### config.mk
export PLATFORM = sky130hd
export DESIGN_NAME = interleaved_shift_reg
export DESIGN_NICKNAME = d
export VERILOG_FILES = /design/src/rtl/hrsr_pkg.sv /design/src/rtl/hrsr_phase.sv /design/src/rtl/hrsr_lane.sv /design/src/rtl/hrsr_outmux.sv /design/src/rtl/interleaved_shift_reg.sv
export SDC_FILE = /design/constraint.sdc
export NUM_CORES = 1
export LEC_CHECK = 0
export CELL_PAD_IN_SITES_DETAIL_PLACEMENT = 1
export CELL_PAD_IN_SITES_GLOBAL_PLACEMENT = 2
export CORE_MARGIN = 4
export CORE_UTILIZATION = 38
export CTS_CLUSTER_DIAMETER = 200
export DETAILED_ROUTE_END_ITERATION = 10
export DONT_BUFFER_PORTS = 1
export GPL_ROUTABILITY_DRIVEN = 0
export PLACE_DENSITY_LB_ADDON = 0.08
export SETUP_SLACK_MARGIN = 0.02
export SLEW_MARGIN = 0
export SYNTH_ARGS = -nofsm -noshare
export SYNTH_HDL_FRONTEND = slang
export SYNTH_SLANG_ARGS = --single-unit
### constraint.sdc
create_clock -name clk_i -period 1.2 [get_ports clk_i]
set_input_delay 0.24 -clock clk_i [delete_from_list [all_inputs] [get_ports clk_i]]
set_output_delay 0.24 -clock clk_i [all_outputs]
set_load 0.02 [all_outputs]
### src/rtl/hrsr_pkg.sv
package hrsr_pkg;

   // Width of the lane-select phase; at least one bit even for a single lane.
   function automatic int sel_width(input int lanes);
      return (lanes > 1) ? $clog2(lanes) : 1;
   endfunction

   // Width of a saturating counter that must reach the value n.
   function automatic int count_width(input int n);
      return (n > 1) ? $clog2(n + 1) : 1;
   endfunction

endpackage

### src/rtl/hrsr_phase.sv
module hrsr_phase #(
   parameter int LANES = 2,
   parameter int SEL_W = 1
) (
   input  logic             clk_i,
   input  logic             rst_i,
   output logic [SEL_W-1:0] sel_o,
   output logic [LANES-1:0] load_o
);

   localparam logic [SEL_W-1:0] LAST_SEL = SEL_W'(LANES - 1);

   logic [SEL_W-1:0] sel_q;

   // Round-robin phase: restarts at lane 0 on reset, wraps after the last lane.
   always_ff @(posedge clk_i) begin
      if (rst_i || sel_q == LAST_SEL) begin
         sel_q <= '0;
      end else begin
         sel_q <= sel_q + SEL_W'(1);
      end
   end

   assign sel_o = sel_q;

   // One load enable per lane, decoded from the phase.
   for (genvar k = 0; k < LANES; k++) begin : g_load
      assign load_o[k] = (sel_q == SEL_W'(k));
   end

   p_phase_step_r3: assert property (@(posedge clk_i) disable iff (rst_i)
      (sel_q != LAST_SEL) |=> (sel_q == $past(sel_q) + SEL_W'(1)));

   p_phase_wrap_r3: assert property (@(posedge clk_i) disable iff (rst_i)
      (sel_q == LAST_SEL) |=> (sel_q == '0));

   p_phase_reset_r3: assert property (@(posedge clk_i)
      rst_i |=> (sel_q == '0));

endmodule

### src/rtl/hrsr_lane.sv
module hrsr_lane #(
   parameter int DATA_W = 1,
   parameter int STAGES = 8
) (
   input  logic              clk_i,
   input  logic              rst_i,
   input  logic              load_i,
   input  logic [DATA_W-1:0] din_i,
   output logic [DATA_W-1:0] tail_o
);

   logic [STAGES-1:0][DATA_W-1:0] stage_q;

   if (STAGES == 1) begin : g_single
      always_ff @(posedge clk_i) begin
         if (rst_i) begin
            stage_q <= '0;
         end else if (load_i) begin
            stage_q[0] <= din_i;
         end
      end
   end else begin : g_chain
      always_ff @(posedge clk_i) begin
         if (rst_i) begin
            stage_q <= '0;
         end else if (load_i) begin
            stage_q <= {stage_q[STAGES-2:0], din_i};
         end
      end
   end

   assign tail_o = stage_q[STAGES-1];

   p_load_capture_r1: assert property (@(posedge clk_i) disable iff (rst_i)
      load_i |=> (stage_q[0] == $past(din_i)));

   p_idle_hold_r4: assert property (@(posedge clk_i) disable iff (rst_i)
      !load_i |=> $stable(stage_q));

   p_reset_clear_r5: assert property (@(posedge clk_i)
      rst_i |=> (stage_q == '0));

endmodule

### src/rtl/hrsr_outmux.sv
module hrsr_outmux #(
   parameter int DATA_W = 1,
   parameter int LANES  = 2,
   parameter int SEL_W  = 1
) (
   input  logic [LANES-1:0][DATA_W-1:0] tails_i,
   input  logic [SEL_W-1:0]             sel_i,
   output logic [DATA_W-1:0]            dout_o
);

   // AND-OR selector: balanced depth, no out-of-range index.
   always_comb begin
      dout_o = '0;
      for (int k = 0; k < LANES; k++) begin
         if (sel_i == SEL_W'(k)) begin
            dout_o = dout_o | tails_i[k];
         end
      end
   end

endmodule

### src/rtl/interleaved_shift_reg.sv
module interleaved_shift_reg #(
   parameter int DEPTH  = 16,
   parameter int LANES  = 2,
   parameter int DATA_W = 1
) (
   input  logic              clk_i,
   input  logic              rst_i,
   input  logic [DATA_W-1:0] din_i,
   output logic [DATA_W-1:0] dout_o
);

   localparam int SEL_W  = hrsr_pkg::sel_width(LANES);
   localparam int STAGES = (LANES > 0) ? DEPTH / LANES : 1;
   localparam int CNT_W  = hrsr_pkg::count_width(DEPTH);
   localparam logic [CNT_W-1:0] FILL_MAX = CNT_W'(DEPTH);

   if (!(LANES == 1 || LANES == 2 || LANES == 4)) begin : g_bad_lanes
      $error("interleaved_shift_reg: LANES must be 1, 2 or 4");
   end
   if (DEPTH < LANES || (DEPTH % LANES) != 0) begin : g_bad_depth
      $error("interleaved_shift_reg: DEPTH must be a non-zero multiple of LANES");
   end
   if (DATA_W < 1) begin : g_bad_width
      $error("interleaved_shift_reg: DATA_W must be at least 1");
   end

   logic [SEL_W-1:0]             sel;
   logic [LANES-1:0]             load_en;
   logic [LANES-1:0][DATA_W-1:0] tails;

   hrsr_phase #(
      .LANES (LANES),
      .SEL_W (SEL_W)
   ) u_phase (
      .clk_i  (clk_i),
      .rst_i  (rst_i),
      .sel_o  (sel),
      .load_o (load_en)
   );

   for (genvar k = 0; k < LANES; k++) begin : g_lane
      hrsr_lane #(
         .DATA_W (DATA_W),
         .STAGES (STAGES)
      ) u_lane (
         .clk_i  (clk_i),
         .rst_i  (rst_i),
         .load_i (load_en[k]),
         .din_i  (din_i),
         .tail_o (tails[k])
      );
   end

   hrsr_outmux #(
      .DATA_W (DATA_W),
      .LANES  (LANES),
      .SEL_W  (SEL_W)
   ) u_outmux (
      .tails_i (tails),
      .sel_i   (sel),
      .dout_o  (dout_o)
   );

   // Samples entered since reset, saturating at DEPTH; used by the checks below.
   logic [CNT_W-1:0] fill_q;
   always_ff @(posedge clk_i) begin
      if (rst_i) begin
         fill_q <= '0;
      end else if (fill_q != FILL_MAX) begin
         fill_q <= fill_q + CNT_W'(1);
      end
   end

   p_early_zero_r2: assert property (@(posedge clk_i) disable iff (rst_i)
      (fill_q != FILL_MAX) |-> (dout_o == '0));

   p_one_lane_r4: assert property (@(posedge clk_i) disable iff (rst_i)
      $countones(load_en) == 1);

endmodule

# Word level (Yosys, flattened, before mapping)
# Index checks and enable logic that the tools add are counted.
[word_totals]
register_bits = 17
output_inout_bits = 1
word_cells = 22
[classes]
add_sub_neg = 1
mux = 2
bitwise = 1
n_reduce_logical = 1
[op_table]
columns = ["operator", "count"]
rows = [
  ["2-to-1 mux 1 bit", 2],
  ["adder 1 bit (second input constant)", 1],
  ["logical OR 1 bit", 1],
  ["bitwise OR 1 bit", 1],
]

# Depth between registers and ports, before layout
[depth]
word_depth = 3
ltp_mapped = 4
mapped_depth_nobuf = 2

# By module
# A second synthesis with hierarchy kept.
[unflattened]
cells_unflattened = 57
area_unflattened_um2 = 620.6
[by_module_without_submodules]
columns = ["module", "instances", "cells_per_inst", "area_per_inst_um2"]
rows = [
  ["hrsr_lane", 2, 26, 285.3],
  ["hrsr_phase", 1, 4, 35.0],
  ["hrsr_outmux", 1, 1, 15.0],
]

# Worst setup path before layout
# OpenSTA, ideal clock, no wires.
[synth_path]
kind = "flip-flop to output port"
from = "register u_phase.sel_q, in the netlist u_phase.sel_o"
to = "output port dout_o"
arrival_time_ps = 844
required_ps = 960
setup_slack_ps = 116
path_stages_with_launch = 3
cell_sequence = "dfxtp_1 > buf_6 > mux2_2"
[synth_via]
elab_chain_len = 3
[synth_rtl]
columns = ["item", "line", "text"]
rows = [
  ["from (decl)", "hrsr_phase.sv:13", "logic [SEL_W-1:0] sel_q;"],
  ["from (signal assigned)", "hrsr_phase.sv:20", "sel_q <= sel_q + SEL_W'(1);"],
  ["2-to-1 mux 1 bit", "hrsr_outmux.sv:15", "if (sel_i == SEL_W'(k)) begin"],
  ["bitwise OR 1 bit", "hrsr_outmux.sv:16", "dout_o = dout_o | tails_i[k];"],
  ["2-to-1 mux 1 bit *", "hrsr_outmux.sv:15", ""],
  ["to (decl)", "interleaved_shift_reg.sv:9", "output logic [DATA_W-1:0] dout_o"],
]
# Every way passes the cells marked *; elsewhere a longest branch is shown, timed or not.

# Final worst setup path
# Ends and elaborated chain as after synthesis.

==> run metrics <==
status finished, final reports clean; diodes inserted 0; final instance area 669.4 sq um; final WL 928 um; clk_lat worst skew 0.28 ns; critical path type reg -> out; layout cells sized above 1 0.1333; CTS Buf Count 3; CTS clk-pin slew, worst paths 0.09 ns; CP max FO 2; initial antenna violation count 0; final hold violations 0; fin crit share 0.9960; Nets 64; CTS tree done; Net Switching 193.5 uW; Syn Area/Cell 11.22 sq um; antenna viol nets, final 0; hold crit path type in -> reg; largest net degree at the start of global routing 18; Switching Share 0.2077; Post-Syn Nets 58; Worst setup EP type primary output; vias per cell 4.816; number of global-route vias before repair 382; Root Buffer clkbuf_4; Placement Rows 14; Worst Path Arrival 0.96 ns; Slew Limit Fails 0; flip-flop and latch count after synthesis 17; Final HPWL DP 649 um; Least-Margin Pin Slew 0.2998 ns; Seq pwr share 0.625; Setup Skew 0.005280 ns; Routed WL per cell 12.21 um; Post-Synthesis Cells 55; Critical Path RT 0.96 ns; internal power 738.2 uW; initial DRC count 2; max-cap viol count 0; Die Wd 48.29 um; Max clock buf depth 2; initial core utilization 0.4048; synthesized area 616.8 sq um; DRT Pass-1 Iters 3; Combinational Power Share 0.068; Port Buffer Count 0; placed cell area 610.6 sq um; fin util 0.4392; Power Dens Cells 1392 mW/mm^2; post-route minimum period 1.195 ns; critical path cell sequence mux2_4; GRT Total Usage 0.09902; chip height 48.29 um; RSZ-0062 raised after global routing yes; Max Fclk 0.8367 GHz; CP max stage cell dfxtp_2; H-tree Lvls 1; Ys Warns 0; die area 0.002332 sq mm; Netlist cell types 7; Clk pwr share 0.307; Placeable Area 0.001524 sq mm; crit-path leading delay family flip-flops; relative slew slack 0.7995; first-pass GRT wire length 1538 um; post-synthesis sequential area ratio 0.5517; worst vdd ir 0.5053 mV; crit path buf inv count 0; Pleak 0.0002792 uW; vias 366; P&R area growth vs syn 8.519%; total grt overflow 0; DRC violations left 0; # IOs 4; Finish-stage setup viols 0; clock tree sinks 17; CP Launch Type flip-flop; delay of the slowest cell on the worst path 0.35 ns
power groups by stage:
stage	logic [uW]	registers, uW	clock network, uW
after floorplan	62.7	593	0
after global placement	48.3	594	0
after detailed placement	50.8	596	0
after CTS	58.3	583	307
after global routing	68.5	584	333
final	63.3	582	286
cells in the mapped netlist:
cell type,number,area (sq um)
buf_12,1,20.02
buf_2,2,10.01
buf_6,1,11.26
dfxtp_1,17,340.3
mux2_2,1,11.26
mux2i_1,16,160.2
nor2_1,17,63.81
flip-flops by register name (all words and copies together), names as in the netlist:
register / flops
g_lane.u_lane.tail_o: 2
g_lane.u_lane.stage_q: 14
u_phase.sel_o: 1
stage by stage:
stage	power, uW	setup slack (ns)	setup TNS (ns)	cells	hold slack, ns
6_report	931.7	0.004771	0	76	0.01862
5_1_grt	985.5	-0.04519	-0.04519	76	0.0005451
4_1_cts	948.0	-0.01265	-0.01265	75	0.007922
3_5_place_dp	646.5	0.2004	0	69	0.3133
3_3_place_gp	642.5	0.2329	0	69	0.3089
2_1_floorplan	655.3	0.1159	0	55	0.3839
layer usage:
layer  share of wire  global-route usage  up-vias
met5               0                   0        -
met4               0             0.06452        0
met3           0.048             0.04797        0
met2            0.50              0.1432        4
met1            0.45              0.1150      172
li1                -                   -      190
what timing repair did:
action                                 in CTS  in global routing
hold buffers                                1                  1
setup endpoints to repair                   1                  1
setup buffers                               1                  0
resized for setup                           2                  0
endpoints found under the hold margin       1                  8
cell type report:
cell class | instances | area [sq um]
fill | 176 | 854.6
timing repair buffer | 5 | 42.54
tap | 16 | 20.02
sequential | 17 | 341.6
clock buffer | 4 | 26.28
multi-input combinational | 34 | 239.0
kinds of logic (layout without fill, tap and decap cells):
kind of cell | Yosys count | count (layout) | synth area share
flip-flops | 17 | 17 | 0.5517
multiplexers | 17 | 17 | 0.2779
buffers and inverters | 4 | 9 | 0.06694
AND/OR/NAND/NOR | 17 | 17 | 0.1034
cell usage in the layout, fill, tap and decap left out:
master / instances
clkbuf_1: 1
dlygate4sd3_1: 2
buf_4: 3
nor2_1: 17
dfxtp_2: 1
mux2_4: 1
clkbuf_4: 3
mux2i_1: 16
dfxtp_1: 16
worst paths after layout:
| check | start | end | slack (ns) | depth (start not counted) |
|---|---|---|---|---|
| max | u_phase.sel_o$_SDFF_PP0_ | dout_o | 0.005 | 1 |
| min | rst_i | g_lane[1].u_lane.stage_q[0]$_SDFFE_PP0P_ | 0.02 | 1 |
| max reg2reg | u_phase.sel_o$_SDFF_PP0_ | g_lane[0].u_lane.stage_q[0]$_SDFFE_PP0N_ | 0.18 | 4 |
| min reg2reg | g_lane[1].u_lane.stage_q[2]$_SDFFE_PP0P_ | g_lane[1].u_lane.stage_q[2]$_SDFFE_PP0P_ | 0.50 | 2 |
(Power assumes the default switching activity.)
